--- src/rtl/hb_pkg.sv ---
package hb_pkg;
  localparam int SLICE_W = 8;

  typedef struct packed {
    logic [SLICE_W-1:0] t;
    logic [SLICE_W-1:0] f;
  } rail_pair_t;

  // per-slice function: a bitwise dual-rail map is a swap of the rails
  function automatic rail_pair_t hb_map(input logic [SLICE_W-1:0] t,
                                        input logic [SLICE_W-1:0] f,
                                        input logic inv);
    rail_pair_t r;
    r.t = inv ? f : t;
    r.f = inv ? t : f;
    return r;
  endfunction

  function automatic logic rails_full(input logic [SLICE_W-1:0] t,
                                      input logic [SLICE_W-1:0] f);
    return &(t | f);
  endfunction

  function automatic logic rails_empty(input logic [SLICE_W-1:0] t,
                                       input logic [SLICE_W-1:0] f);
    return ~|(t | f);
  endfunction

  // one step of a state-holding join: set wins, then clear, else keep
  function automatic logic c_step(input logic set, input logic clr, input logic cur);
    return set ? 1'b1 : (clr ? 1'b0 : cur);
  endfunction
endpackage

--- src/rtl/hb_slice.sv ---
module hb_slice
  import hb_pkg::*;
#(
  parameter bit INV = 1'b0
) (
  input  logic               clk,
  input  logic               rst_n,
  input  logic               en,
  input  logic [SLICE_W-1:0] in_t,
  input  logic [SLICE_W-1:0] in_f,
  output logic [SLICE_W-1:0] out_t,
  output logic [SLICE_W-1:0] out_f,
  output logic               done,
  output logic               nul
);
  rail_pair_t mapped;
  rail_pair_t eval_q;   // evaluate nodes: set by rails, cleared by precharge

  always_comb mapped = hb_map(in_t, in_f, INV);

  always_ff @(posedge clk) begin
    if (!rst_n) begin
      eval_q <= '0;
      out_t  <= '0;
      out_f  <= '0;
      done   <= 1'b0;
      nul    <= 1'b0;
    end else begin
      if (en) begin
        eval_q.t <= eval_q.t | mapped.t;
        eval_q.f <= eval_q.f | mapped.f;
      end else begin
        eval_q <= '0;
      end
      out_t <= eval_q.t;
      out_f <= eval_q.f;
      done  <= rails_full(in_t, in_f) && rails_full(out_t, out_f);
      nul   <= rails_empty(in_t, in_f) && rails_empty(out_t, out_f);
    end
  end
endmodule

--- src/rtl/hb_ctrl.sv ---
module hb_ctrl
  import hb_pkg::*;
#(
  parameter int NSLICE = 4
) (
  input  logic              clk,
  input  logic              rst_n,
  input  logic [NSLICE-1:0] done,
  input  logic [NSLICE-1:0] nul,
  input  logic              ra,
  output logic              la,
  output logic              en
);
  always_ff @(posedge clk) begin
    if (!rst_n) begin
      la <= 1'b0;
      en <= 1'b1;
    end else begin
      la <= c_step(&done, &nul, la);
      en <= c_step(!la && !ra, la && ra, en);
    end
  end
endmodule

--- src/rtl/hb_stage.sv ---
module hb_stage
  import hb_pkg::*;
#(
  parameter int                      W        = 32,
  parameter logic [W/SLICE_W-1:0]    INV_MASK = '0
) (
  input  logic         clk,
  input  logic         rst_n,
  input  logic [W-1:0] in_t,
  input  logic [W-1:0] in_f,
  output logic         la,
  output logic [W-1:0] out_t,
  output logic [W-1:0] out_f,
  input  logic         ra,
  output logic         en
);
  localparam int NSLICE = W / SLICE_W;

  logic [NSLICE-1:0] done_v;
  logic [NSLICE-1:0] nul_v;

  for (genvar s = 0; s < NSLICE; s++) begin : g_slice
    hb_slice #(.INV(INV_MASK[s])) u_slice (
      .clk  (clk),
      .rst_n(rst_n),
      .en   (en),
      .in_t (in_t[s*SLICE_W +: SLICE_W]),
      .in_f (in_f[s*SLICE_W +: SLICE_W]),
      .out_t(out_t[s*SLICE_W +: SLICE_W]),
      .out_f(out_f[s*SLICE_W +: SLICE_W]),
      .done (done_v[s]),
      .nul  (nul_v[s])
    );
  end

  hb_ctrl #(.NSLICE(NSLICE)) u_ctrl (
    .clk  (clk),
    .rst_n(rst_n),
    .done (done_v),
    .nul  (nul_v),
    .ra   (ra),
    .la   (la),
    .en   (en)
  );
endmodule

--- src/rtl/hbuf_pipe.sv ---
module hbuf_pipe
  import hb_pkg::*;
#(
  parameter int                   W        = 32,
  parameter int                   NSTAGE   = 3,
  parameter logic [W/SLICE_W-1:0] INV_MASK = 4'b0110
) (
  input  logic         clk,
  input  logic         rst_n,
  input  logic [W-1:0] in_t,
  input  logic [W-1:0] in_f,
  output logic         in_ack,
  output logic [W-1:0] out_t,
  output logic [W-1:0] out_f,
  input  logic         out_ack
);
  // channel k feeds stage k; ack_w[k] is the acknowledge of channel k
  logic [W-1:0] bnd_t [NSTAGE+1];
  logic [W-1:0] bnd_f [NSTAGE+1];
  logic         ack_w [NSTAGE+1];
  logic         en_w  [NSTAGE];

  assign bnd_t[0]      = in_t;
  assign bnd_f[0]      = in_f;
  assign ack_w[NSTAGE] = out_ack;
  assign in_ack        = ack_w[0];
  assign out_t         = bnd_t[NSTAGE];
  assign out_f         = bnd_f[NSTAGE];

  for (genvar k = 0; k < NSTAGE; k++) begin : g_stage
    hb_stage #(.W(W), .INV_MASK(INV_MASK)) u_stage (
      .clk  (clk),
      .rst_n(rst_n),
      .in_t (bnd_t[k]),
      .in_f (bnd_f[k]),
      .la   (ack_w[k]),
      .out_t(bnd_t[k+1]),
      .out_f(bnd_f[k+1]),
      .ra   (ack_w[k+1]),
      .en   (en_w[k])
    );
  end
endmodule

--- config.mk ---
export PLATFORM = sky130hd
export DESIGN_NAME = hbuf_pipe
export DESIGN_NICKNAME = d
export VERILOG_FILES = /design/src/rtl/hb_pkg.sv /design/src/rtl/hb_slice.sv /design/src/rtl/hb_ctrl.sv /design/src/rtl/hb_stage.sv /design/src/rtl/hbuf_pipe.sv
export SDC_FILE = /design/constraint.sdc
export NUM_CORES = 1
export LEC_CHECK = 0
export BUFFER_PORTS_ARGS = -buffer_cell sky130_fd_sc_hd__buf_4
export CAP_MARGIN = 20
export CORE_MARGIN = 5
export CORE_UTILIZATION = 50
export DETAILED_ROUTE_END_ITERATION = 10
export HOLD_SLACK_MARGIN = 0.08
export PLACE_DENSITY_LB_ADDON = 0.05
export SLEW_MARGIN = 30
export SYNTH_ARGS = -nofsm -noshare
export SYNTH_HDL_FRONTEND = slang
export SYNTH_SLANG_ARGS = --single-unit
--- constraint.sdc ---
create_clock -name clk -period 2.2 [get_ports clk]
set_input_delay 0.22 -clock clk [delete_from_list [all_inputs] [get_ports clk]]
set_output_delay 0.22 -clock clk [all_outputs]
set_load 0.02 [all_outputs]
After elaboration in Yosys (flattened, before gate mapping)
Index checks and enable logic that the tools add are counted.
{"block": "classes", "muxes": 6, "bitwise": 41, "reduce_logical": 97}
{"cell": "8-bit OR", "n": 40}
{"cell": "8-bit AND reduction", "n": 16}
{"cell": "8-bit OR reduction", "n": 16}
{"cell": "1-bit logical AND", "n": 30}
{"cell": "4-bit AND reduction", "n": 6}
{"cell": "1-bit logical NOT", "n": 20}
{"cell": "1-bit 2-to-1 mux", "n": 6}
{"cell": "2-bit AND reduction", "n": 3}
{"cell": "2-bit nonzero test", "n": 3}
{"cell": "2-bit OR reduction", "n": 3}
{"cell": "1-bit inverter", "n": 1}
{"block": "totals", "elab_cells": 222, "ff_bits": 414, "input_bits": 67}

Depth between registers and ports, before layout
{"block": "depth", "word_depth": 4, "ltp_mapped": 6}

Hierarchy
Synthesis repeated with hierarchy kept, for this count alone.
{"block": "unflattened", "cells_unflattened": 1374, "hier_area_um2": 13058.8}
{"mod": "hb_slice", "n_inst": 12, "cells_per_inst": 112, "seq_area_each_um2": 680.7, "area_per_inst_um2": 1067.3}
{"mod": "hb_ctrl", "n_inst": 3, "cells_per_inst": 10, "seq_area_each_um2": 40.0, "area_per_inst_um2": 83.8}

Worst setup path after synthesis
OpenSTA, ideal clock, no wires.
{"block": "synth_path", "path_kind": "register to register", "start": "register g_stage[0].u_stage.g_slice[2].u_slice.out_t[5]", "end": "register g_stage[0].u_stage.g_slice[2].u_slice.nul", "arrival_time_ps": 1378, "synth_period_minus_slack_ps": 1451, "slack_ps": 749, "path_stages_with_launch": 4, "t_required_ps": 2127, "path_cell_list": "dfxtp_1 -> or4_1 -> or4_4 -> nor3_2"}
{"block": "synth_via", "elab_chain_cells": 4}
{"item": "start, declared", "line": "hb_slice.sv:11", "source": "output logic [SLICE_W-1:0] out_t,"}
{"item": "start signal, assigned", "line": "hb_slice.sv:35", "source": "out_t <= eval_q.t;"}
{"item": "8-bit OR", "line": "hb_pkg.sv:26", "source": "return ~|(t | f);"}
{"item": "8-bit OR reduction", "line": "hb_pkg.sv:26"}
{"item": "1-bit logical NOT", "line": "hb_pkg.sv:26"}
{"item": "1-bit logical AND", "line": "hb_slice.sv:38", "source": "nul <= rails_empty(in_t, in_f) && rails_empty(out_t, out_f);"}
{"item": "end signal, assigned", "line": "hb_slice.sv:38"}
{"item": "end, declared", "line": "hb_slice.sv:14", "source": "output logic nul"}
No other way between the ends.
A chain may end at the register's enable or synchronous reset.

==> metrics.log <==
INFO  metric status = completed
INFO  metric n_antenna_cell = 0
INFO  metric synth_fp_nets = 1408
INFO  metric drt-pass1-iter-count = 4
INFO  metric final_hold_vios = 0
INFO  metric grt_start_max_net_pins = 68
INFO  metric critPathLaunchType = input pin
INFO  metric finalSetupViolations = 0
INFO  metric synth.lib_cells_used.distinct = 22
INFO  metric post-route-period-util = 78.8%
INFO  metric power_density = 994 mW/mm^2
INFO  metric gp_congestion = 0.867
INFO  metric post_synth_top_area_share = 64.2%
INFO  metric ys.warnings.count = 0
INFO  metric final_layout_size_suffix_gt1_share = 14.3%
INFO  metric via_count_of_the_first_global_routing_pass = 8645
INFO  metric clk-insertion-delay-late = 0.52 ns
INFO  metric endpoint_kind = flop
INFO  metric worst_path_largest_cell_delay = 0.53 ns
INFO  metric post_synth_inst_count = 1341
INFO  metric finalMaxSlewViolations = 0
INFO  metric dpl_cell_area = 0.0138 sq mm
INFO  metric fin_crit = 1.73 ns
INFO  metric initial_utilization = 50.9%
INFO  metric synth_compound_area_share = 2.36%
INFO  metric detail-route-antenna-nets = 0
INFO  metric cp.arrival = 2.12 ns
INFO  metric die_y = 171 um
INFO  metric fp.coreArea = 0.0253 sq mm
INFO  metric cp_slowest_cell = sky130_fd_sc_hd__dlygate4sd3_1
INFO  metric synth_top_cells_by_count = sky130_fd_sc_hd__nor2_1 (449), sky130_fd_sc_hd__dfxtp_1 (414), sky130_fd_sc_hd__and2_1 (192)
INFO  metric global_route_wire_length_before_repair = 44500 um
INFO  metric seq_area_frac_synth = 64.2%
INFO  metric cts_max_level = 2
INFO  metric synth-simple-area-share = 28.3%
INFO  metric crit_required = 2.58 ns
INFO  metric rsz_0062_raised_after_global_routing = false
INFO  metric post-route-cell-area = 0.0158 sq mm
INFO  metric total_of_max_cap_violations = 0
INFO  metric vdd_ir_drop_max = 0.560 mV
INFO  metric synthAdderAreaFrac = 0.0776%
INFO  metric syn_area = 0.0129 sq mm
INFO  metric yosys_register_bits = 414
INFO  metric cts.repair.resized = 0
INFO  metric number_of_flops_mapped_to_enable_cells_by_yosys = 0
INFO  metric detailedPlacementHpwl = 19300 um
INFO  metric antenna_found_initial = 0
INFO  metric cts-root-to-sink-buffers = 3
INFO  metric pin_count = 132
INFO  metric grt-ovfl-total = 0
INFO  metric cts.repair_timing.setup_buffer_count = 0
INFO  metric clock_sinks = 414
INFO  metric tightestPinTransition = 0.505 ns
INFO  metric cts.reportedPaths.clkPinSlew = 0.06 ns
INFO  metric path_class = input pin to flop
INFO  metric timing.fmax = 0.577 GHz
INFO  metric synth_xor_area_share = 0%
INFO  metric finalWirelength = 27200 um
INFO  metric via_count_normalized_by_instance_count = 4.74
INFO  metric ys_top_cells_by_area = sky130_fd_sc_hd__dfxtp_1 (64%), sky130_fd_sc_hd__nor2_1 (13%), sky130_fd_sc_hd__and2_1 (9.3%)
INFO  metric async_flop_share = 0%
INFO  metric setup_total_negative_slack = 0 ns
INFO  metric final_standard_cell_utilization_of_the_core = 62.4%
INFO  metric port_buffers = 131
INFO  metric hold_path.class = flop to flop
INFO  metric root_buffer = sky130_fd_sc_hd__clkbuf_16
INFO  metric die_x = 171 um
INFO  metric total_vias_in_the_final_route = 8780
INFO  metric synth-main-ff-cell = sky130_fd_sc_hd__dfxtp_1
INFO  metric cell_chain_of_the_critical_path = dlygate4sd3_1, buf_4, buf_12, o21ai_0, nor3_1, nand2_1, nor4_1
INFO  metric fin_worst_skew = 0.00857 ns
INFO  metric die_area = 0.0291 sq mm
INFO  metric cts_buffers = 42
INFO  metric leakagePower = 6.60 nW
INFO  metric drt_first_iter_violations = 482
INFO  metric post-synth-top-count-cell = sky130_fd_sc_hd__nor2_1
INFO  metric total_routing_resource_utilization_after_global_routing = 18.9%
INFO  metric rows = 58
INFO  metric synth.mux.area_fraction = 0%
INFO  metric avgRoutedWirePerCell = 14.7 um
INFO  metric relSlewSlack = 66.2%
INFO  metric detail_route.drc_violations = 0
INFO  metric syn_area_per_cell = 9.62 sq um
INFO  metric area_growth = 22.4%
INFO  metric nNetsFinal = 1557
INFO  metric worst-path-max-fanout = 67
INFO  metric cts_tree = yes
INFO  metric synth_top_family_by_area = simple AND/OR/NAND/NOR gates
INFO  metric biggest_area_consumer_among_synthesized_cells = sky130_fd_sc_hd__dfxtp_1
INFO  metric timing.hold.ws = 0.452 ns
logic make-up after synthesis:
| kind of cell | Yosys count |
|---|---|
| adder cells (fa/ha/maj) | 1 |
| AND/OR/NAND/NOR | 769 |
| buffers and inverters | 107 |
| AO/OA/AOI/OAI | 50 |
| flip-flops | 414 |
power breakdown:
part,internal (W),switching [W]
registers,0.00787,0.000221
logic,0.000465,0.000467
clock network,0.00396,0.00271
worst max-delay path: cells and delay by family:
kind / cells / cell delay, ns
AND/OR/NAND/NOR: 3 / 0.79
AO/OA/AOI/OAI: 1 / 0.13
buffers and inverters: 3 / 0.95
registers in the layout, indices dropped and copies added (netlist names):
| register | flops |
|---|---|
| g_stage.u_stage.g_slice.u_slice.done | 12 |
| g_stage.u_stage.g_slice.u_slice.eval_q | 192 |
| g_stage.u_stage.g_slice.u_slice.nul | 12 |
| g_stage.u_stage.g_slice.u_slice.out_f | 96 |
| g_stage.u_stage.g_slice.u_slice.out_t | 96 |
| g_stage.u_stage.u_ctrl.en | 3 |
| g_stage.u_stage.u_ctrl.la | 3 |
layout by cell type, fill, tap and decap left out, types with 5 or more instances in the layout:
cell type and instances:
sky130_fd_sc_hd__dlygate4sd3_1 66, sky130_fd_sc_hd__nand4_1 21, sky130_fd_sc_hd__and4_1 5, sky130_fd_sc_hd__o22ai_1 37, sky130_fd_sc_hd__buf_4 142, sky130_fd_sc_hd__clkbuf_16 45, sky130_fd_sc_hd__nor4_1 52, sky130_fd_sc_hd__nor3_1 7
sky130_fd_sc_hd__nor2_1 449, sky130_fd_sc_hd__and2_1 192, sky130_fd_sc_hd__clkbuf_8 7, sky130_fd_sc_hd__clkbuf_1 10, sky130_fd_sc_hd__o21ai_0 10, sky130_fd_sc_hd__dfxtp_1 414, sky130_fd_sc_hd__nand2_1 23, sky130_fd_sc_hd__or4_1 10
sky130_fd_sc_hd__clkinv_2 12
final timing paths:
check                                                                            startpoint                                                   endpoint  slack (ns)  cells after the start
worst max-delay path                                                                  rst_n      g_stage[0].u_stage.g_slice[2].u_slice.done$_SDFF_PN0_        0.47                      7
worst max register to register    g_stage[0].u_stage.g_slice[3].u_slice.out_f[5]$_SDFF_PN0_       g_stage[1].u_stage.g_slice[3].u_slice.nul$_SDFF_PN0_        0.64                      3
worst min-delay path            g_stage[2].u_stage.g_slice[2].u_slice.eval_q[11]$_SDFF_PN0_  g_stage[2].u_stage.g_slice[2].u_slice.out_t[3]$_SDFF_PN0_        0.45                      1
worst min register to register  g_stage[2].u_stage.g_slice[2].u_slice.eval_q[11]$_SDFF_PN0_  g_stage[2].u_stage.g_slice[2].u_slice.out_t[3]$_SDFF_PN0_        0.45                      1
timing repair:
item	in CTS	in global routing
setup endpoints to repair	0	0
hold buffers	66	0
hold endpoints to repair	76	0
final cells by class:
| cell class | count | area (sq um) |
|---|---|---|
| clock buffers | 62 | 1260 |
| clock inverters | 13 | 68.8 |
| fillers | 2171 | 9530 |
| inverters | 1 | 3.75 |
| multi-input cells | 820 | 3980 |
| flip-flops and latches | 414 | 8290 |
| well taps | 330 | 413 |
| repair buffers | 211 | 1790 |
metal layers:
metal | routed length (um) | global-route usage (%)
met5 | 0 | 0
met2 | 12400 | 30.6
met3 | 1210 | 3.58
met1 | 12800 | 25.8
met4 | 778 | 6.42
through the flow:
| step | power, W | std cells | worst slack [ns] |
|---|---|---|---|
| 2_1_floorplan | 0.00875 | 1341 | 0.749 |
| 3_3_place_gp | 0.00908 | 1710 | 0.487 |
| 3_5_place_dp | 0.00910 | 1710 | 0.458 |
| 4_1_cts | 0.0159 | 1851 | 0.456 |
| 5_1_grt | 0.0164 | 1851 | 0.296 |
| 6_report | 0.0157 | 1851 | 0.466 |
(Power assumes the default switching activity.)
